`src/rtl/pe_cfg_pkg.sv`:
```
package pe_cfg_pkg;
  localparam int IMM_W  = 16;
  localparam int RF_AW  = 2;
  localparam int NBR_N  = 4;

  typedef enum logic [3:0] {
    OP_AND = 4'd0, OP_OR = 4'd1, OP_XOR = 4'd2, OP_ADD = 4'd3,
    OP_SUB = 4'd4, OP_MUL = 4'd5, OP_CLZ = 4'd6, OP_SHL = 4'd7,
    OP_SHR = 4'd8, OP_SRA = 4'd9, OP_SEL = 4'd10, OP_ABS = 4'd11,
    OP_MIN = 4'd12, OP_MAX = 4'd13, OP_PASS = 4'd14, OP_NONE = 4'd15
  } word_op_e;

  typedef enum logic [2:0] {
    SRC_N = 3'd0, SRC_E = 3'd1, SRC_S = 3'd2, SRC_W = 3'd3,
    SRC_RF = 3'd4, SRC_IMM = 3'd5, SRC_PREV = 3'd6, SRC_ZERO = 3'd7
  } src_e;

  typedef enum logic [2:0] {
    BOP_AND = 3'd0, BOP_OR = 3'd1, BOP_XOR = 3'd2, BOP_NOT = 3'd3,
    BOP_PASS = 3'd4, BOP_Z5 = 3'd5, BOP_Z6 = 3'd6, BOP_Z7 = 3'd7
  } bit_op_e;

  typedef struct packed {
    logic [IMM_W-1:0] imm;
    logic             flag_sign;
    logic [1:0]       bsb;
    logic [1:0]       bsa;
    bit_op_e          bop;
    logic [RF_AW-1:0] wa;
    logic             st_en;
    logic             wr_en;
    logic [RF_AW-1:0] rb;
    logic [RF_AW-1:0] ra;
    src_e             srcb;
    src_e             srca;
    word_op_e         op;
  } ctx_t;

  localparam int CTX_W = $bits(ctx_t);
endpackage

```
`src/rtl/pe_ctx_ctrl.sv`:
```
module pe_ctx_ctrl
  import pe_cfg_pkg::*;
(
  input  logic             clk,
  input  logic             rst,
  input  logic             load_i,
  input  logic [CTX_W-1:0] word_i,
  output logic             busy_o,
  output ctx_t             ctx_o
);
  ctx_t shadow_q;
  logic pend_q;

  always_ff @(posedge clk) begin
    if (rst) begin
      shadow_q <= '0;
      pend_q   <= 1'b0;
      ctx_o    <= '0;
    end else begin
      if (load_i) begin
        shadow_q <= ctx_t'(word_i);
        pend_q   <= 1'b1;
      end else if (pend_q) begin
        ctx_o  <= shadow_q;
        pend_q <= 1'b0;
      end
    end
  end

  assign busy_o = pend_q || load_i;
endmodule

```
`src/rtl/pe_regfile.sv`:
```
module pe_regfile #(
  parameter int DW = 32,
  parameter int AW = 2,
  localparam int DEPTH = 1 << AW
) (
  input  logic          clk,
  input  logic          we_i,
  input  logic [AW-1:0] wa_i,
  input  logic [DW-1:0] wd_i,
  input  logic [AW-1:0] ra0_i,
  input  logic [AW-1:0] ra1_i,
  output logic [DW-1:0] rd0_o,
  output logic [DW-1:0] rd1_o
);
  logic [DW-1:0] mem [DEPTH];

  always_ff @(posedge clk) begin
    if (we_i) mem[wa_i] <= wd_i;
  end

  assign rd0_o = mem[ra0_i];
  assign rd1_o = mem[ra1_i];
endmodule

```
`src/rtl/pe_word_alu.sv`:
```
module pe_word_alu
  import pe_cfg_pkg::*;
#(
  parameter int DW = 32,
  localparam int SHW = $clog2(DW)
) (
  input  word_op_e      op_i,
  input  logic [DW-1:0] a_i,
  input  logic [DW-1:0] b_i,
  input  logic          sel_i,
  output logic [DW-1:0] y_o
);
  logic [SHW-1:0] shamt;
  logic [SHW:0]   lz;
  logic [DW-1:0]  prod;

  assign shamt = b_i[SHW-1:0];
  assign prod  = a_i * b_i;

  always_comb begin
    lz = SHW'(0) + (SHW+1)'(DW);
    for (int i = 0; i < DW; i++) begin
      if (a_i[i]) lz = (SHW+1)'(DW - 1 - i);
    end
  end

  always_comb begin
    case (op_i)
      OP_AND:  y_o = a_i & b_i;
      OP_OR:   y_o = a_i | b_i;
      OP_XOR:  y_o = a_i ^ b_i;
      OP_ADD:  y_o = a_i + b_i;
      OP_SUB:  y_o = a_i - b_i;
      OP_MUL:  y_o = prod;
      OP_CLZ:  y_o = DW'(lz);
      OP_SHL:  y_o = a_i << shamt;
      OP_SHR:  y_o = a_i >> shamt;
      OP_SRA:  y_o = $signed(a_i) >>> shamt;
      OP_SEL:  y_o = sel_i ? a_i : b_i;
      OP_ABS:  y_o = a_i[DW-1] ? (~a_i + DW'(1)) : a_i;
      OP_MIN:  y_o = ($signed(a_i) < $signed(b_i)) ? a_i : b_i;
      OP_MAX:  y_o = ($signed(a_i) < $signed(b_i)) ? b_i : a_i;
      OP_PASS: y_o = a_i;
      default: y_o = '0;
    endcase
  end
endmodule

```
`src/rtl/pe_bit_alu.sv`:
```
module pe_bit_alu
  import pe_cfg_pkg::*;
(
  input  bit_op_e op_i,
  input  logic    a_i,
  input  logic    b_i,
  output logic    y_o
);
  always_comb begin
    case (op_i)
      BOP_AND:  y_o = a_i & b_i;
      BOP_OR:   y_o = a_i | b_i;
      BOP_XOR:  y_o = a_i ^ b_i;
      BOP_NOT:  y_o = ~a_i;
      BOP_PASS: y_o = a_i;
      default:  y_o = 1'b0;
    endcase
  end
endmodule

```
`src/rtl/pe_hybrid.sv`:
```
module pe_hybrid
  import pe_cfg_pkg::*;
#(
  parameter int DW     = 32,
  parameter int ADDR_W = 8
) (
  input  logic                 clk,
  input  logic                 rst,
  input  logic                 cfg_load_i,
  input  logic [CTX_W-1:0]     cfg_word_i,
  input  logic                 in_valid_i,
  output logic                 in_ready_o,
  input  logic [NBR_N*DW-1:0]  nbr_word_i,
  input  logic [NBR_N-1:0]     nbr_bit_i,
  output logic                 out_valid_o,
  output logic [DW-1:0]        out_word_o,
  output logic                 out_bit_o,
  output logic                 out_flag_o,
  output logic                 st_req_o,
  input  logic                 st_gnt_i,
  output logic [ADDR_W-1:0]    st_addr_o,
  output logic [DW-1:0]        st_data_o
);
  ctx_t          ctx;
  logic          ctx_busy;
  logic          fire;
  logic [DW-1:0] nbr_w [NBR_N];
  logic [DW-1:0] rf_rd [2];
  logic [DW-1:0] opnd  [2];
  src_e          osel  [2];
  logic [DW-1:0] imm_ext;
  logic [DW-1:0] word_y;
  logic          bit_y;

  for (genvar g = 0; g < NBR_N; g++) begin : g_nbr
    assign nbr_w[g] = nbr_word_i[g*DW +: DW];
  end

  pe_ctx_ctrl u_ctx (
    .clk(clk), .rst(rst), .load_i(cfg_load_i), .word_i(cfg_word_i),
    .busy_o(ctx_busy), .ctx_o(ctx)
  );

  assign in_ready_o = !st_req_o && !ctx_busy;
  assign fire       = in_valid_i && in_ready_o;

  pe_regfile #(.DW(DW), .AW(RF_AW)) u_rf (
    .clk(clk), .we_i(fire && ctx.wr_en), .wa_i(ctx.wa), .wd_i(word_y),
    .ra0_i(ctx.ra), .ra1_i(ctx.rb), .rd0_o(rf_rd[0]), .rd1_o(rf_rd[1])
  );

  assign imm_ext = {{(DW-IMM_W){ctx.imm[IMM_W-1]}}, ctx.imm};
  assign osel[0] = ctx.srca;
  assign osel[1] = ctx.srcb;

  always_comb begin
    for (int k = 0; k < 2; k++) begin
      case (osel[k])
        SRC_N:    opnd[k] = nbr_w[0];
        SRC_E:    opnd[k] = nbr_w[1];
        SRC_S:    opnd[k] = nbr_w[2];
        SRC_W:    opnd[k] = nbr_w[3];
        SRC_RF:   opnd[k] = rf_rd[k];
        SRC_IMM:  opnd[k] = imm_ext;
        SRC_PREV: opnd[k] = out_word_o;
        default:  opnd[k] = '0;
      endcase
    end
  end

  pe_word_alu #(.DW(DW)) u_walu (
    .op_i(ctx.op), .a_i(opnd[0]), .b_i(opnd[1]), .sel_i(out_flag_o),
    .y_o(word_y)
  );

  pe_bit_alu u_balu (
    .op_i(ctx.bop), .a_i(nbr_bit_i[ctx.bsa]), .b_i(nbr_bit_i[ctx.bsb]),
    .y_o(bit_y)
  );

  always_ff @(posedge clk) begin
    if (rst) begin
      out_valid_o <= 1'b0;
      out_word_o  <= '0;
      out_bit_o   <= 1'b0;
      out_flag_o  <= 1'b0;
      st_req_o    <= 1'b0;
      st_addr_o   <= '0;
      st_data_o   <= '0;
    end else begin
      out_valid_o <= fire;
      if (fire) begin
        out_word_o <= word_y;
        out_bit_o  <= bit_y;
        out_flag_o <= ctx.flag_sign ? word_y[DW-1] : (word_y == '0);
      end
      if (fire && ctx.st_en) begin
        st_req_o  <= 1'b1;
        st_data_o <= word_y;
        st_addr_o <= ctx.imm[ADDR_W-1:0];
      end else if (st_req_o && st_gnt_i) begin
        st_req_o <= 1'b0;
      end
    end
  end
endmodule

```
`config.mk`:
```
export PLATFORM = sky130hd
export DESIGN_NAME = pe_hybrid
export DESIGN_NICKNAME = d
export VERILOG_FILES = /design/src/rtl/pe_cfg_pkg.sv /design/src/rtl/pe_ctx_ctrl.sv /design/src/rtl/pe_regfile.sv /design/src/rtl/pe_word_alu.sv /design/src/rtl/pe_bit_alu.sv /design/src/rtl/pe_hybrid.sv
export SDC_FILE = /design/constraint.sdc
export NUM_CORES = 2
export LEC_CHECK = 0
export BUFFER_PORTS_ARGS = -buffer_cell sky130_fd_sc_hd__buf_2
export CAP_MARGIN = 15
export CORE_MARGIN = 2
export CORE_UTILIZATION = 35
export CTS_BUF_LIST = sky130_fd_sc_hd__clkbuf_16
export DETAILED_ROUTE_END_ITERATION = 12
export SLEW_MARGIN = 15
export SYNTH_ARGS = -nofsm -noshare
export SYNTH_HDL_FRONTEND = slang
export SYNTH_SLANG_ARGS = --single-unit
export TNS_END_PERCENT = 20
```
`constraint.sdc`:
```
create_clock -name clk -period 28.1 [get_ports clk]
set_clock_uncertainty 0.1 [all_clocks]
set_input_delay 5.62 -clock clk [delete_from_list [all_inputs] [get_ports clk]]
set_output_delay 5.62 -clock clk [all_outputs]
set_load 0.01 [all_outputs]
```
==> out/qor.yml <==
sta:
  clock.fmax_ghz: 0.0619
  drv_slew: 0
  hold-worst-slack_ns: 0.348
  slew_headroom: 0.0960
  rsz0062_at_grt: "no"
  period_share: 0.575
  fin_crit_ns: 16.17
  tightest_slew_ns: 1.35
  setup_viol_count_final: 0
  hold_violations: 0
  tns_ns: 0
global_route:
  grt_util_all_layers: 0.356
  grt_pass1_wl_um: 310000
  overflow: 0
  grt_pass1_vias: 40901
  grt_max_degree: 81
  antenna_found_initial: 11
floorplanning:
  start_util: 0.354
  coreArea_mm2: 0.117
  die_w_um: 347
  die_y_um: 347
  ioPinCount: 256
  die-area_mm2: 0.120
  rows: 125
critical_path:
  startpoint_type: "input port"
  r2r_start: "u_ctx.ctx_o[6]$_SDFFE_PP0P_"
  r2r-end: "out_flag_o$_SDFFE_PP0P_"
  worstPathArrival_ns: 16.61
  crit_top_cell: "fa_1"
  slowest_stage: "nor3_1"
  slowest_delay_ns: 0.91
  endpoint_kind: "flop"
  rr_worst_depth: 33
  startpoint: "nbr_word_i[38]"
  r2r_slack_ns: 15.15
  critPathRequiredTime_ns: 28.55
  critPathKind: "input port to flop"
  cp_max_fo: 23
logic_synthesis:
  ys_types: 110
  ys_warn_count: 0
  synth_area_mm2: 0.0412
  synth-async-reset-ratio: 0
  yosys.area.top_type: "fa_1"
  synth-edff-count: 128
  netlist.area_leader.share: 0.199
  yosys_register_bits: 293
  synthFlopType: "dfxtp_1"
  synth_area_per_cell_um2: 8.42
  synth-seq-area-share: 0.173
  postSynthCellCount: 4895
  synthTopCellsByArea: "fa_1 (20%), edfxtp_1 (9.3%), dfxtp_1 (8.0%)"
  synth_nets: 5710
worst_hold_path:
  hold_path.class: "flop to flop"
  worst_hold_startpoint: "u_ctx.shadow_q[26]$_SDFFE_PP0P_"
  holdPathEnd: "u_ctx.ctx_o[26]$_SDFFE_PP0P_"
  min_path_cells: 2
clock_network:
  clk_pin_slew_worst_paths_ns: 0.07
  cts_buffers: 29
  clock_path_buffers: 3
  cts_root_buffer: "clkbuf_16"
  clk_latency_ns: 0.61
  holdBufCountCts: 0
  post_cts_resized: 0
  post_cts_buffers: 0
  clock-sinks: 293
  htreeDepth: 1
  cts_tree: "done"
drt:
  drc: 0
  first_iter_violations: 5504
  vias_per_cell: 6.36
  ant_nets: 0
  first_pass_iters: 6
  vias: 41686
  wirelength_um: 220000
  wire_per_inst_um: 33.6
cells_and_area:
  final_common_cell: "nor2_1"
  final_cell_mix: "nor2_1 (657), nand2_1 (558), inv_1 (513), fa_1 (410), buf_2 (254)"
  area_growth_syn_to_layout_pct: 9.80
  final_layout_size_suffix_gt1_frac: 0.137
  nets: 5812
flow_run:
  max_cap_violations: 0
placement:
  dp_hpwl_um: 165000
  place.port_buffers: 255
  gp_congestion: 1.06
status:
  status: "complete, no violations"
state kept, by name (all words and copies together) (netlist names), named ones only:
name	flops
u_ctx.pend_q	1
st_req_o	1
st_data_o	32
out_valid_o	1
out_bit_o	1
u_ctx.ctx_o	42
u_rf.mem	128
out_word_o	32
out_flag_o	1
st_addr_o	8
u_ctx.shadow_q	42
worst max path at each step:
| stage | end | slack [ns] | cells past startpoint |
|---|---|---|---|
| floorplan | out_flag_o$_SDFFE_PP0P_ | 13.37 | 36 |
| global placement | out_flag_o$_SDFFE_PP0P_ | 11.78 | 35 |
| detailed placement | out_flag_o$_SDFFE_PP0P_ | 11.66 | 35 |
| CTS | out_flag_o$_SDFFE_PP0P_ | 12.27 | 35 |
| global route | out_flag_o$_SDFFE_PP0P_ | 11.60 | 35 |
| finish | out_flag_o$_SDFFE_PP0P_ | 11.93 | 35 |
per-layer routing:
metal / global-route usage / vias up / part of all wire
met5: 0 / - / 0.00020
met4: 0.216 / 6 / 0.076
met3: 0.0860 / 753 / 0.11
met2: 0.542 / 3010 / 0.43
met1: 0.455 / 20751 / 0.38
li1: - / 17166 / -
cells by family (layout without fill, tap and decap cells):
group | after synthesis | count (layout) | synth area share
adder cells (fa/ha/maj) | 636 | 636 | 0.268
multiplexers | 304 | 304 | 0.0947
buffers and inverters | 896 | 1021 | 0.0877
other | 0 | 6 | 0
XOR/XNOR | 104 | 104 | 0.0221
AO/OA/AOI/OAI | 1077 | 1077 | 0.186
AND/OR/NAND/NOR | 1585 | 1585 | 0.168
flip-flops | 293 | 293 | 0.173
cell type report:
type                            instances  area (um2)
Timing Repair Buffer                  425        2560
Inverter                              542        2040
Clock buffer                           30         751
Multi-Input combinational cell       3706       30700
Clock inverter                         24         159
Tap cell                             1524        1910
Fill cell                           11883       71300
Sequential cell                       293        7160
Antenna cell                            6        15.0
synth_stat cells, drive strengths merged, types with 12 or more instances:
cell type	number
a21o	27
nor3	62
nor2b	36
inv	527
o211ai	55
o221ai	37
a211o	21
a2111oi	12
o2111ai	15
o21a	17
mux2	30
or3	13
nand2	559
o311ai	12
o21bai	12
nand3b	19
clkbuf	186
edfxtp	128
o31ai	15
o22ai	66
a31oi	32
nand4	19
and3	19
xnor2	82
buf	168
dfxtp	165
a21oi	239
a221o	39
a22oi	47
xor2	22
nor4	24
nand3	75
mux4	64
nor2	663
a211oi	113
ha	226
nand2b	33
clkinv	15
o21ai	147
fa	410
a221oi	53
a22o	20
mux2i	210
stage by stage:
| step | worst slack, ns | cell area, um2 | cells | utilization |
|---|---|---|---|---|
| 2_1_floorplan | 13.37 | 41200 | 4895 | - |
| 3_3_place_gp | 11.78 | 44300 | 6490 | 0.380 |
| 3_5_place_dp | 11.66 | 44300 | 6490 | 0.380 |
| 4_1_cts | 12.27 | 45200 | 6544 | 0.388 |
| 5_1_grt | 11.60 | 45200 | 6545 | 0.388 |
| 6_report | 11.93 | 45200 | 6550 | 0.388 |
worst max-delay path, delay by kind of cell:
kind,cells,cell delay [ns]
fa+ha+maj,10,4.10
mux,1,0.25
xor+xnor,1,0.57
simple gates,9,2.53
compound gates,7,2.00
buf+inv,7,1.42
Power is not shown: default switching activity piles up to over one toggle a cycle in this logic, so the estimate is an artifact.
